===== src/rtl/sag_pkg.sv =====
`timescale 1ns/1ps
package sag_pkg;
  localparam logic [2:0] AM_DIRECT = 3'd0;
  localparam logic [2:0] AM_INDIR  = 3'd1;
  localparam logic [2:0] AM_BASED  = 3'd2;
  localparam logic [2:0] AM_INDEX  = 3'd3;
  localparam logic [2:0] AM_BIDX   = 3'd4;
  localparam logic [2:0] AM_STRING = 3'd5;

  localparam logic [1:0] SEG_ES = 2'd0;
  localparam logic [1:0] SEG_CS = 2'd1;
  localparam logic [1:0] SEG_SS = 2'd2;
  localparam logic [1:0] SEG_DS = 2'd3;

  localparam logic [1:0] RSEL_BX = 2'd0;
  localparam logic [1:0] RSEL_BP = 2'd1;
  localparam logic [1:0] RSEL_SI = 2'd2;
  localparam logic [1:0] RSEL_DI = 2'd3;
endpackage


===== src/rtl/sag_ea_unit.sv =====
`timescale 1ns/1ps
module sag_ea_unit
  import sag_pkg::*;
#(
  parameter int W = 16
) (
  input  logic [2:0]   mode,
  input  logic [1:0]   reg_sel,
  input  logic         base_sel,
  input  logic         idx_sel,
  input  logic         str_dst,
  input  logic [W-1:0] disp,
  input  logic [W-1:0] bx,
  input  logic [W-1:0] bp,
  input  logic [W-1:0] si,
  input  logic [W-1:0] di,
  output logic [W-1:0] ea,
  output logic         bp_is_base
);
  // modular three-term offset sum
  function automatic logic [W-1:0] ofs_sum(input logic [W-1:0] a,
                                           input logic [W-1:0] b,
                                           input logic [W-1:0] c);
    return a + b + c;
  endfunction

  logic [W-1:0] base_v, idx_v, ind_v;

  assign base_v = base_sel ? bp : bx;
  assign idx_v  = idx_sel  ? di : si;

  always_comb begin
    case (reg_sel)
      RSEL_BX: ind_v = bx;
      RSEL_BP: ind_v = bp;
      RSEL_SI: ind_v = si;
      default: ind_v = di;
    endcase
  end

  always_comb begin
    ea         = disp;
    bp_is_base = 1'b0;
    case (mode)
      AM_INDIR: begin
        ea         = ind_v;
        bp_is_base = (reg_sel == RSEL_BP);
      end
      AM_BASED: begin
        ea         = ofs_sum(base_v, disp, '0);
        bp_is_base = base_sel;
      end
      AM_INDEX:  ea = ofs_sum(idx_v, disp, '0);
      AM_BIDX: begin
        ea         = ofs_sum(base_v, idx_v, disp);
        bp_is_base = base_sel;
      end
      AM_STRING: ea = str_dst ? di : si;
      default:   ea = disp;
    endcase
  end
endmodule


===== src/rtl/sag_seg_pick.sv =====
`timescale 1ns/1ps
module sag_seg_pick
  import sag_pkg::*;
#(
  parameter int W = 16
) (
  input  logic [2:0]   mode,
  input  logic         str_dst,
  input  logic         bp_is_base,
  input  logic         ovr_en,
  input  logic [1:0]   ovr_seg,
  input  logic [W-1:0] seg_es,
  input  logic [W-1:0] seg_cs,
  input  logic [W-1:0] seg_ss,
  input  logic [W-1:0] seg_ds,
  output logic [1:0]   seg_id,
  output logic [W-1:0] seg_val,
  output logic         dst_pinned
);
  logic [1:0] dflt_id;

  assign dst_pinned = (mode == AM_STRING) && str_dst;

  always_comb begin
    if (dst_pinned)      dflt_id = SEG_ES;
    else if (bp_is_base) dflt_id = SEG_SS;
    else                 dflt_id = SEG_DS;
  end

  assign seg_id = (ovr_en && !dst_pinned) ? ovr_seg : dflt_id;

  always_comb begin
    case (seg_id)
      SEG_ES:  seg_val = seg_es;
      SEG_CS:  seg_val = seg_cs;
      SEG_SS:  seg_val = seg_ss;
      default: seg_val = seg_ds;
    endcase
  end
endmodule


===== src/rtl/sag_str_step.sv =====
`timescale 1ns/1ps
module sag_str_step #(
  parameter int W = 16
) (
  input  logic         step_en,
  input  logic         dir_down,
  input  logic         word_elem,
  input  logic [W-1:0] si,
  input  logic [W-1:0] di,
  output logic [W-1:0] si_n,
  output logic [W-1:0] di_n
);
  function automatic logic [W-1:0] ptr_move(input logic [W-1:0] p,
                                            input logic down,
                                            input logic wide);
    logic [W-1:0] d;
    d = wide ? W'(2) : W'(1);
    return down ? (p - d) : (p + d);
  endfunction

  assign si_n = step_en ? ptr_move(si, dir_down, word_elem) : si;
  assign di_n = step_en ? ptr_move(di, dir_down, word_elem) : di;
endmodule


===== src/rtl/seg_addr_gen.sv =====
`timescale 1ns/1ps
module seg_addr_gen
  import sag_pkg::*;
#(
  parameter int OFS_W     = 16,
  parameter int SEG_SHIFT = 4
) (
  input  logic                      clk,
  input  logic                      rst_n,
  input  logic                      in_valid,
  input  logic [2:0]                mode,
  input  logic [1:0]                reg_sel,
  input  logic                      base_sel,
  input  logic                      idx_sel,
  input  logic [OFS_W-1:0]          disp,
  input  logic [OFS_W-1:0]          bx,
  input  logic [OFS_W-1:0]          bp,
  input  logic [OFS_W-1:0]          si,
  input  logic [OFS_W-1:0]          di,
  input  logic [OFS_W-1:0]          seg_es,
  input  logic [OFS_W-1:0]          seg_cs,
  input  logic [OFS_W-1:0]          seg_ss,
  input  logic [OFS_W-1:0]          seg_ds,
  input  logic                      ovr_en,
  input  logic [1:0]                ovr_seg,
  input  logic                      str_dst,
  input  logic                      str_step,
  input  logic                      dir_down,
  input  logic                      word_elem,
  output logic                      out_valid,
  output logic [OFS_W-1:0]          ea,
  output logic [OFS_W+SEG_SHIFT-1:0] pa,
  output logic [1:0]                seg_id,
  output logic [OFS_W-1:0]          si_next,
  output logic [OFS_W-1:0]          di_next
);
  localparam int PA_W = OFS_W + SEG_SHIFT;

  function automatic logic [PA_W-1:0] phys(input logic [OFS_W-1:0] s,
                                           input logic [OFS_W-1:0] o);
    return {s, {SEG_SHIFT{1'b0}}} + PA_W'(o);
  endfunction

  // named internal events, visible to the checker
  logic [OFS_W-1:0] ea_w, seg_val_w, si_w, di_w;
  logic [PA_W-1:0]  pa_w;
  logic [1:0]       seg_id_w;
  logic             bp_base_w, dst_pin_w, step_w;

  assign step_w = (mode == AM_STRING) && str_step;

  sag_ea_unit #(.W(OFS_W)) u_ea (
    .mode(mode), .reg_sel(reg_sel), .base_sel(base_sel), .idx_sel(idx_sel),
    .str_dst(str_dst), .disp(disp), .bx(bx), .bp(bp), .si(si), .di(di),
    .ea(ea_w), .bp_is_base(bp_base_w)
  );

  sag_seg_pick #(.W(OFS_W)) u_seg (
    .mode(mode), .str_dst(str_dst), .bp_is_base(bp_base_w),
    .ovr_en(ovr_en), .ovr_seg(ovr_seg),
    .seg_es(seg_es), .seg_cs(seg_cs), .seg_ss(seg_ss), .seg_ds(seg_ds),
    .seg_id(seg_id_w), .seg_val(seg_val_w), .dst_pinned(dst_pin_w)
  );

  sag_str_step #(.W(OFS_W)) u_step (
    .step_en(step_w), .dir_down(dir_down), .word_elem(word_elem),
    .si(si), .di(di), .si_n(si_w), .di_n(di_w)
  );

  assign pa_w = phys(seg_val_w, ea_w);

  always_ff @(posedge clk) begin
    if (!rst_n) begin
      out_valid <= 1'b0;
      ea        <= '0;
      pa        <= '0;
      seg_id    <= '0;
      si_next   <= '0;
      di_next   <= '0;
    end else begin
      out_valid <= in_valid;
      if (in_valid) begin
        ea      <= ea_w;
        pa      <= pa_w;
        seg_id  <= seg_id_w;
        si_next <= si_w;
        di_next <= di_w;
      end
    end
  end
endmodule


===== config.mk =====
export PLATFORM = sky130hd
export DESIGN_NAME = seg_addr_gen
export DESIGN_NICKNAME = d
export VERILOG_FILES = /design/src/rtl/sag_pkg.sv /design/src/rtl/sag_ea_unit.sv /design/src/rtl/sag_seg_pick.sv /design/src/rtl/sag_str_step.sv /design/src/rtl/seg_addr_gen.sv
export SDC_FILE = /design/constraint.sdc
export NUM_CORES = 1
export LEC_CHECK = 0
export ABC_CLOCK_PERIOD_IN_PS = 7900
export BUFFER_PORTS_ARGS = -buffer_cell sky130_fd_sc_hd__buf_2
export CAP_MARGIN = 25
export CORE_MARGIN = 4
export CORE_UTILIZATION = 55
export DETAILED_ROUTE_END_ITERATION = 6
export PLACE_DENSITY = 0.79
export REMOVE_ABC_BUFFERS = 1
export SLEW_MARGIN = 30
export SYNTH_ARGS = -nofsm -noshare
export SYNTH_HDL_FRONTEND = slang
export SYNTH_SLANG_ARGS = --single-unit
export TNS_END_PERCENT = 100

===== constraint.sdc =====
create_clock -name clk -period 7.9 [get_ports clk]
set_input_delay 1.58 -clock clk [delete_from_list [all_inputs] [get_ports clk]]
set_output_delay 1.58 -clock clk [all_outputs]
set_load 0.05 [all_outputs]

==> results.toml, run 1 <==
[setup_path]
worst_ep_required_time_ns = 8.09
startpoint_type = "input pin"
end_kind = "flop"
worstPathMaxFanout = 17
cp-startpoint = "base_sel"
rr_startpoint = "ea[7]$_SDFFE_PN0P_"
crit_type = "input pin to flop"
critPathArrivalTime_ns = 6.99

[routing]
ant_nets = 0
route.vias.total = 8927
drc = 0
via_per_inst = 6.15
post_drt_wl_per_cell_um = 19.4
initialDrtViolationCount = 573
first_pass_iters = 4
routed_wirelength_um = 28200

[sta]
worstMarginPinSlew_ns = 0.899
finalMaxSlewViolations = 0
rsz0062_at_grt = "false"
clock_skew_ns = 0
setup_viol = 0
fmax_mhz = 147
fin_setup_tns_ns = 0
relSlewSlack = 0.400
hold_viol = 0
whs_ns = 0.460
timing.final.crit_share = 0.860
post-route-min-period_ns = 6.80

[run]
max_cap_viol_count = 0

[placed_design]
gp_congestion = 1.01
port_buffers = 231
hpwl_um = 21600

[synthesis]
ys_seq_elements = 67
synth_edf_count = 0
avgSynthCellArea_um2 = 8.00
syn_inst = 1067
yosys.cell_types.count = 82
post_synth_instance_area_um2 = 8540
ys.warnings.count = 0
ys_async_sr_fraction = 0
yosysSeqAreaShare = 0.157
ys.flop_type = "dfxtp_1"

[die]
design.portCount = 232
die_w_um = 133
die_h_um = 133
initial_utilization = 0.562
core.rowCount = 45
die_area_um2 = 17600
core-area_um2 = 15200

[status]
status = "finished clean"

[pwr]
ir_worst_vdd_v = 0.000127
p_total_mw = 1.82
p_per_area_nw_per_um2 = 181
leakage_nw = 4.59

[clock_network]
postCtsHoldBufs = 0
post_cts_buffers = 0
numCtsBuffers = 9
clock_latency_ns = 0.34
cts_tree = "done"
cts_resized = 0
h-tree-depth = 3
numClockSinks = 67
clk_pin_slew_worst_paths_ns = 0.06
clk_path_buf_depth = 2
clockRootBuffer = "clkbuf_16"

[global_routing]
grt_pass1_vias = 8739
overflow = 0
antenna_found_initial = 2
grt_pass1_wl_um = 45000
track_usage = 0.313
grt_start_max_net_pins = 80

[min_path]
hold_class = "flop to flop"
hold_path.startpoint = "si_next[14]$_SDFFE_PN0P_"

[layout]
drive_above_1_share = 0.275
n_fill_cell = 1333
mostFrequentLayoutCells = "buf_2, nand2_1, nor2_1"
fin_util = 0.660
nets = 1512
layout_commonest_cell = "buf_2"
area_growth_pct = 17.6
==> where the power goes <==
part	internal, mW	switching (mW)
clock	0.250	0.168
sequential	0.376	0.0186
combinational	0.387	0.619
total	1.01	0.806
==> flip-flops by register name, summed over array words and instances, names as in the netlist <==
| register | flops |
|---|---|
| seg_id | 2 |
| ea | 16 |
| pa | 16 |
| di_next | 16 |
| si_next | 16 |
| out_valid | 1 |
==> final cells by class <==
type	instances	area [um2]	share of cell area
clock inverter	5	53.8	0.00536
multi-input combinational	900	6780	0.675
tap	188	235	0.0234
sequential	67	1340	0.134
timing repair buffer	244	1250	0.125
inverter	37	139	0.0138
clock buffer	10	239	0.0238
antenna	1	2.50	0.000249
==> final timing paths <==
check                                   to  slack (ns)  cells after the start
setup / recovery       pa[19]$_SDFFE_PN0P_        1.10                     18
hold / removal    si_next[14]$_SDFFE_PN0P_        0.46                      2
setup reg to reg        ea[7]$_SDFFE_PN0P_        7.11                      2
hold reg to reg   si_next[14]$_SDFFE_PN0P_        0.46                      2
==> metal layers <==
metal	share of wire	wire length (um)	global-route usage
met1	0.43	12000	0.406
met2	0.47	13300	0.524
met3	0.076	2140	0.0532
met4	0.027	775	0.117
met5	0.00074	21	0
==> logic make-up after synthesis <==
logic type,synth area share
multiplexers,0.153
XOR/XNOR,0.0595
buffers and inverters,0.0495
AND/OR/NAND/NOR,0.174
adder cells (fa/ha/maj),0.152
flip-flops,0.157
AO/OA/AOI/OAI,0.254
==> worst max-delay path, cell delays in order <==
cell,delay [ns]
buf_2,0.35
mux2_2,0.41
fa_1,0.47
ha_1,0.25
fa_1,0.48
a211oi_1,0.34
o21ai_1,0.16
a31oi_1,0.25
xor2_1,0.18
nor2_1,0.09
o32a_1,0.37
ha_1,0.24
o41ai_1,0.70
nor3_1,0.21
o31ai_1,0.52
nor4_4,0.10
xnor2_1,0.21
a211oi_2,0.09
==> metrics by stage <==
step                      cells  cell area, um2  setup WS, ns
final                      1452           10000          1.10
after global routing       1451           10000         0.757
after CTS                  1451           10000          1.16
after detailed placement   1436            9750         0.876
after global placement     1436            9750         0.958
after floorplan            1004            8260          1.57
==> Yosys cell counts, types with 6 or more instances <==
library cell / count / share of area
and2_1: 17 / 0.012
and3_1: 6 / 0.0044
xnor2_1: 40 / 0.041
buf_4: 8 / 0.0070
nand2_1: 114 / 0.050
a221oi_1: 6 / 0.0062
nand2b_1: 7 / 0.0051
o21a_1: 6 / 0.0053
buf_1: 7 / 0.0031
a311oi_1: 12 / 0.012
or3_1: 6 / 0.0044
a21o_1: 17 / 0.015
dfxtp_1: 67 / 0.16
nor3_1: 16 / 0.0094
o31ai_1: 9 / 0.0079
ha_1: 72 / 0.11
mux2_2: 52 / 0.069
mux2i_1: 34 / 0.040
nand3_1: 19 / 0.011
o21ai_0: 59 / 0.035
o211ai_1: 7 / 0.0062
o21ai_1: 10 / 0.0059
a211oi_1: 22 / 0.019
clkbuf_1: 39 / 0.017
inv_1: 35 / 0.015
fa_1: 20 / 0.047
buf_2: 7 / 0.0041
nor2b_1: 16 / 0.012
nor2_1: 93 / 0.041
a21oi_1: 91 / 0.053
o22ai_1: 6 / 0.0044
xor2_1: 18 / 0.018
a31oi_1: 21 / 0.015
mux4_2: 17 / 0.045
o21bai_1: 7 / 0.0062
No activity file was read; power rests on OpenSTA's default activity.
==> run 2: changes to the inputs <==
- CAP_MARGIN: 25 -> unset
- PLACE_DENSITY: 0.79 -> 0.82
==> results.toml, run 2 (synthesis gave the netlist of run 1 again) <==
[run]
max_cap_viol_count = 0

[clock_network]
clk_pin_slew_worst_paths_ns = 0.06
numCtsBuffers = 9
numClockSinks = 67
postCtsHoldBufs = 0
cts_resized = 0
h-tree-depth = 3
clock_latency_ns = 0.35
post_cts_buffers = 0
clockRootBuffer = "clkbuf_16"
cts_tree = "done"
clk_path_buf_depth = 2

[min_path]
hold_depth = 2
hold_class = "flop to flop"
hold_path.startpoint = "si_next[14]$_SDFFE_PN0P_"

[die]
die_w_um = 133
die_h_um = 133
die_area_um2 = 17600
core-area_um2 = 15200
core.rowCount = 45
design.portCount = 232
initial_utilization = 0.562

[layout]
nets = 1509
mostFrequentLayoutCells = "buf_2, nand2_1, nor2_1"
area_growth_pct = 18.0
layout_commonest_cell = "buf_2"
drive_above_1_share = 0.274
stdcell_count = 1452
fin_util = 0.663
stdcell_area_um2 = 10100

[setup_path]
crit_type = "input pin to flop"
critPathArrivalTime_ns = 6.97
cpPeakStageDelay_ns = 0.60
cp_slowest_cell = "o41ai_1"
r2r_cells = 2
cp-startpoint = "base_sel"
startpoint_type = "input pin"
worst_ep_required_time_ns = 8.10
worstPathMaxFanout = 17
path_cells = "buf_2 > mux2_2 > fa_1 > ha_1 > fa_1 > a211oi_1 > o21ai_1 > a31oi_1 > xor2_1 > nor2_1 > o32a_1 > ha_1 > o41ai_1 > nor3_1 > o31ai_1 > nor4_4 > xnor2_1 > a211oi_2"
rr_startpoint = "ea[7]$_SDFFE_PN0P_"
end_kind = "flop"

[sta]
relSlewSlack = 0.401
finalMaxSlewViolations = 0
rsz0062_at_grt = "false"
hold_viol = 0
post-route-min-period_ns = 6.77
worstMarginPinSlew_ns = 0.899
fmax_mhz = 148
setup_viol = 0
clock_skew_ns = 0
fin_setup_tns_ns = 0
timing.final.crit_share = 0.857

[routing]
initialDrtViolationCount = 636
via_per_inst = 6.20
ant_nets = 0
routed_wirelength_um = 27100
first_pass_iters = 6
route.vias.total = 8998
post_drt_wl_per_cell_um = 18.7
drc = 0

[pwr]
sw_frac_of_total = 0.427
clkPwrFrac = 0.259
leakage_nw = 4.60
p_int_mw = 1.08
p_comb_frac = 0.532
p_sw_uw = 805
p_total_mw = 1.88
ir_worst_vdd_v = 0.000118
power_frac_seq = 0.209
p_per_area_nw_per_um2 = 187

[global_routing]
grt_pass1_wl_um = 43600
grt_start_max_net_pins = 67
overflow = 0
track_usage = 0.301
grt_pass1_vias = 8579
antenna_found_initial = 3

[placed_design]
hpwl_um = 21200
gp_congestion = 1.04
port_buffers = 231
dpl_cell_area_um2 = 9720
place_inst = 1433

[status]
status = "finished clean"
[run 2: changes by cell type in the layout (fill, tap and decap cells not counted), sizes merged]
cell and change:
buf -3, bufinv +2, clkinv -3, clkinvlp +1
diode +2, inv +1
[run 2: metal layers]
| metal | up-vias | global-route usage | part of all wire |
|---|---|---|---|
| met3 | 53 | 0.0536 | 0.082 |
| met5 | - | 0 | 0.00092 |
| met4 | 4 | 0.111 | 0.027 |
| met2 | 372 | 0.500 | 0.47 |
| met1 | 4246 | 0.394 | 0.42 |
| li1 | 4323 | - | - |
[run 2: final cells by class]
class | instances | area (um2)
clock buffers | 10 | 239
well taps | 188 | 235
fillers | 1302 | 5120
inverters | 37 | 139
clock inverters | 6 | 111
repair buffers | 241 | 1230
multi-input cells | 900 | 6780
flip-flops and latches | 67 | 1340
diodes | 3 | 7.51
[run 2: per-stage QoR]
step           setup slack, ns  hold WS, ns
2_1_floorplan             1.57        0.677
3_3_place_gp              1.02        0.443
3_5_place_dp             0.862        0.462
4_1_cts                   1.17        0.473
5_1_grt                  0.754        0.505
6_report                  1.13        0.467
[run 2: worst paths after layout]
kind                              end  slack, ns
max               pa[19]$_SDFFE_PN0P_       1.13
min          si_next[14]$_SDFFE_PN0P_       0.47
max reg2reg        ea[7]$_SDFFE_PN0P_       7.10
min reg2reg  si_next[14]$_SDFFE_PN0P_       0.47
[run 2: worst max-delay path: cells and delay by family]
kind,cells,cell delay (ns)
buf+inv,1,0.35
simple gates,3,0.36
mux,1,0.41
fa+ha+maj,4,1.47
compound gates,7,2.43
xor+xnor,2,0.38
[run 2: power by group through the flow]
stage / clock network [mW] / logic (mW) / registers [mW]
2_1_floorplan: 0 / 0.586 / 0.538
3_3_place_gp: 0 / 0.963 / 0.401
3_5_place_dp: 0 / 0.982 / 0.401
4_1_cts: 0.493 / 0.991 / 0.395
5_1_grt: 0.510 / 1.10 / 0.399
6_report: 0.488 / 1.00 / 0.395
==> run 3: changes to the inputs <==
- BUFFER_PORTS_ARGS: -buffer_cell sky130_fd_sc_hd__buf_2 -> -buffer_cell sky130_fd_sc_hd__buf_4
==> results.toml, run 3 (synthesis gave the netlist of run 1 again) <==
[status]
status = "finished clean"

[setup_path]
worstPathMaxFanout = 17
worst_ep_required_time_ns = 8.10
crit_type = "input pin to flop"
critPathArrivalTime_ns = 6.84
startpoint_type = "input pin"
end_kind = "flop"

[global_routing]
grt_pass1_vias = 9002
track_usage = 0.316
grt_pass1_wl_um = 45600
grt_start_max_net_pins = 69
antenna_found_initial = 0
overflow = 0

[pwr]
p_comb_frac = 0.556
sw_frac_of_total = 0.425
p_int_mw = 1.09
ir_worst_vdd_v = 0.000107
leakage_nw = 4.74
clkPwrFrac = 0.234
p_per_area_nw_per_um2 = 178
p_sw_uw = 804
power_frac_seq = 0.210
p_total_mw = 1.89

[clock_network]
clockRootBuffer = "clkbuf_16"
post_cts_buffers = 0
clock_latency_ns = 0.35
postCtsHoldBufs = 0
cts_tree = "done"
cts_resized = 0
numClockSinks = 67
clk_path_buf_depth = 2
clk_pin_slew_worst_paths_ns = 0.06
numCtsBuffers = 9
h-tree-depth = 3

[run]
max_cap_viol_count = 0

[routing]
drc = 0
route.vias.total = 9065
first_pass_iters = 5
post_drt_wl_per_cell_um = 19.6
ant_nets = 0
initialDrtViolationCount = 676
routed_wirelength_um = 28300
via_per_inst = 6.26

[sta]
post-route-min-period_ns = 6.64
relSlewSlack = 0.402
timing.final.crit_share = 0.841
clock_skew_ns = 0
finalMaxSlewViolations = 0
hold_viol = 0
fin_setup_tns_ns = 0
rsz0062_at_grt = "false"
worstMarginPinSlew_ns = 0.897
fmax_mhz = 151
setup_viol = 0
setup_ws_ns = 1.26

[die]
die_area_um2 = 17600
core-area_um2 = 15200
die_w_um = 133
initial_utilization = 0.562
design.portCount = 232
core.rowCount = 45
die_h_um = 133

[layout]
layout_commonest_cell = "buf_4"
drive_above_1_share = 0.273
nets = 1507
diodes = 0
n_fill_cell = 1256
multi_input_area_um2 = 6780
mostFrequentLayoutCells = "buf_4, nand2_1, nor2_1"
area_growth_pct = 24.3
regArea_um2 = 1340

[placed_design]
pre_cts_slack_ns = 1.01
gp_congestion = 0.973
port_buffers = 231
hpwl_um = 22100

[min_path]
hold_class = "flop to flop"
==> run 3: cell count changes in the layout (fill, tap and decap cells not counted), sizes merged <==
cell,delta
clkinvlp,-1
diode,-3
inv,-1
clkbuf,+3
buf,-2
clkinv,+1
bufinv,-2
==> run 3: worst max-delay path, cell delays in order <==
cell and delay, ns:
buf_4 0.23, mux2_2 0.39, fa_1 0.47, ha_1 0.25, fa_1 0.49, a211oi_1 0.34
o21ai_1 0.16, a31oi_1 0.25, xor2_1 0.16, nor2_1 0.08, o32a_1 0.37, ha_1 0.25
o41ai_1 0.64, nor3_1 0.18, o31ai_1 0.57, nor4_4 0.11, xnor2_1 0.23, a211oi_2 0.09
==> run 3: final cells by class <==
type                    count  area share
well taps                 188      0.0222
clock inverters             3     0.00413
clock buffers              13      0.0264
repair buffers            239       0.169
inverters                  37      0.0131
flip-flops and latches     67       0.126
multi-input cells         900       0.639
==> run 3: metrics by stage <==
stage,instance area [um2],util,instances,hold slack [ns]
floorplan,8260,-,1004,0.677
global placement,10300,0.677,1431,0.447
detailed placement,10300,0.677,1431,0.452
CTS,10600,0.698,1447,0.462
global route,10600,0.698,1447,0.498
finish,10600,0.698,1447,0.456
==> run 3: power by group through the flow <==
stage | clock network [mW] | logic [mW] | registers (mW)
2_1_floorplan | 0 | 0.586 | 0.538
3_3_place_gp | 0 | 1.01 | 0.402
3_5_place_dp | 0 | 1.03 | 0.404
4_1_cts | 0.445 | 1.04 | 0.397
5_1_grt | 0.459 | 1.14 | 0.402
6_report | 0.443 | 1.05 | 0.397
==> run 3: metal layers <==
layer | share of wire | wire (um) | global-route usage
met5 | 0 | 0 | 0
met2 | 0.47 | 13300 | 0.526
met1 | 0.41 | 11600 | 0.402
met3 | 0.088 | 2490 | 0.0601
met4 | 0.033 | 943 | 0.128
==> run 3: final timing paths <==
kind,start,endpoint,slack (ns),cells after the start
setup / recovery,base_sel,pa[19]$_SDFFE_PN0P_,1.26,18
hold / removal,si_next[14]$_SDFFE_PN0P_,si_next[14]$_SDFFE_PN0P_,0.46,2
setup reg to reg,di_next[8]$_SDFFE_PN0P_,di_next[8]$_SDFFE_PN0P_,7.10,2
hold reg to reg,si_next[14]$_SDFFE_PN0P_,si_next[14]$_SDFFE_PN0P_,0.46,2
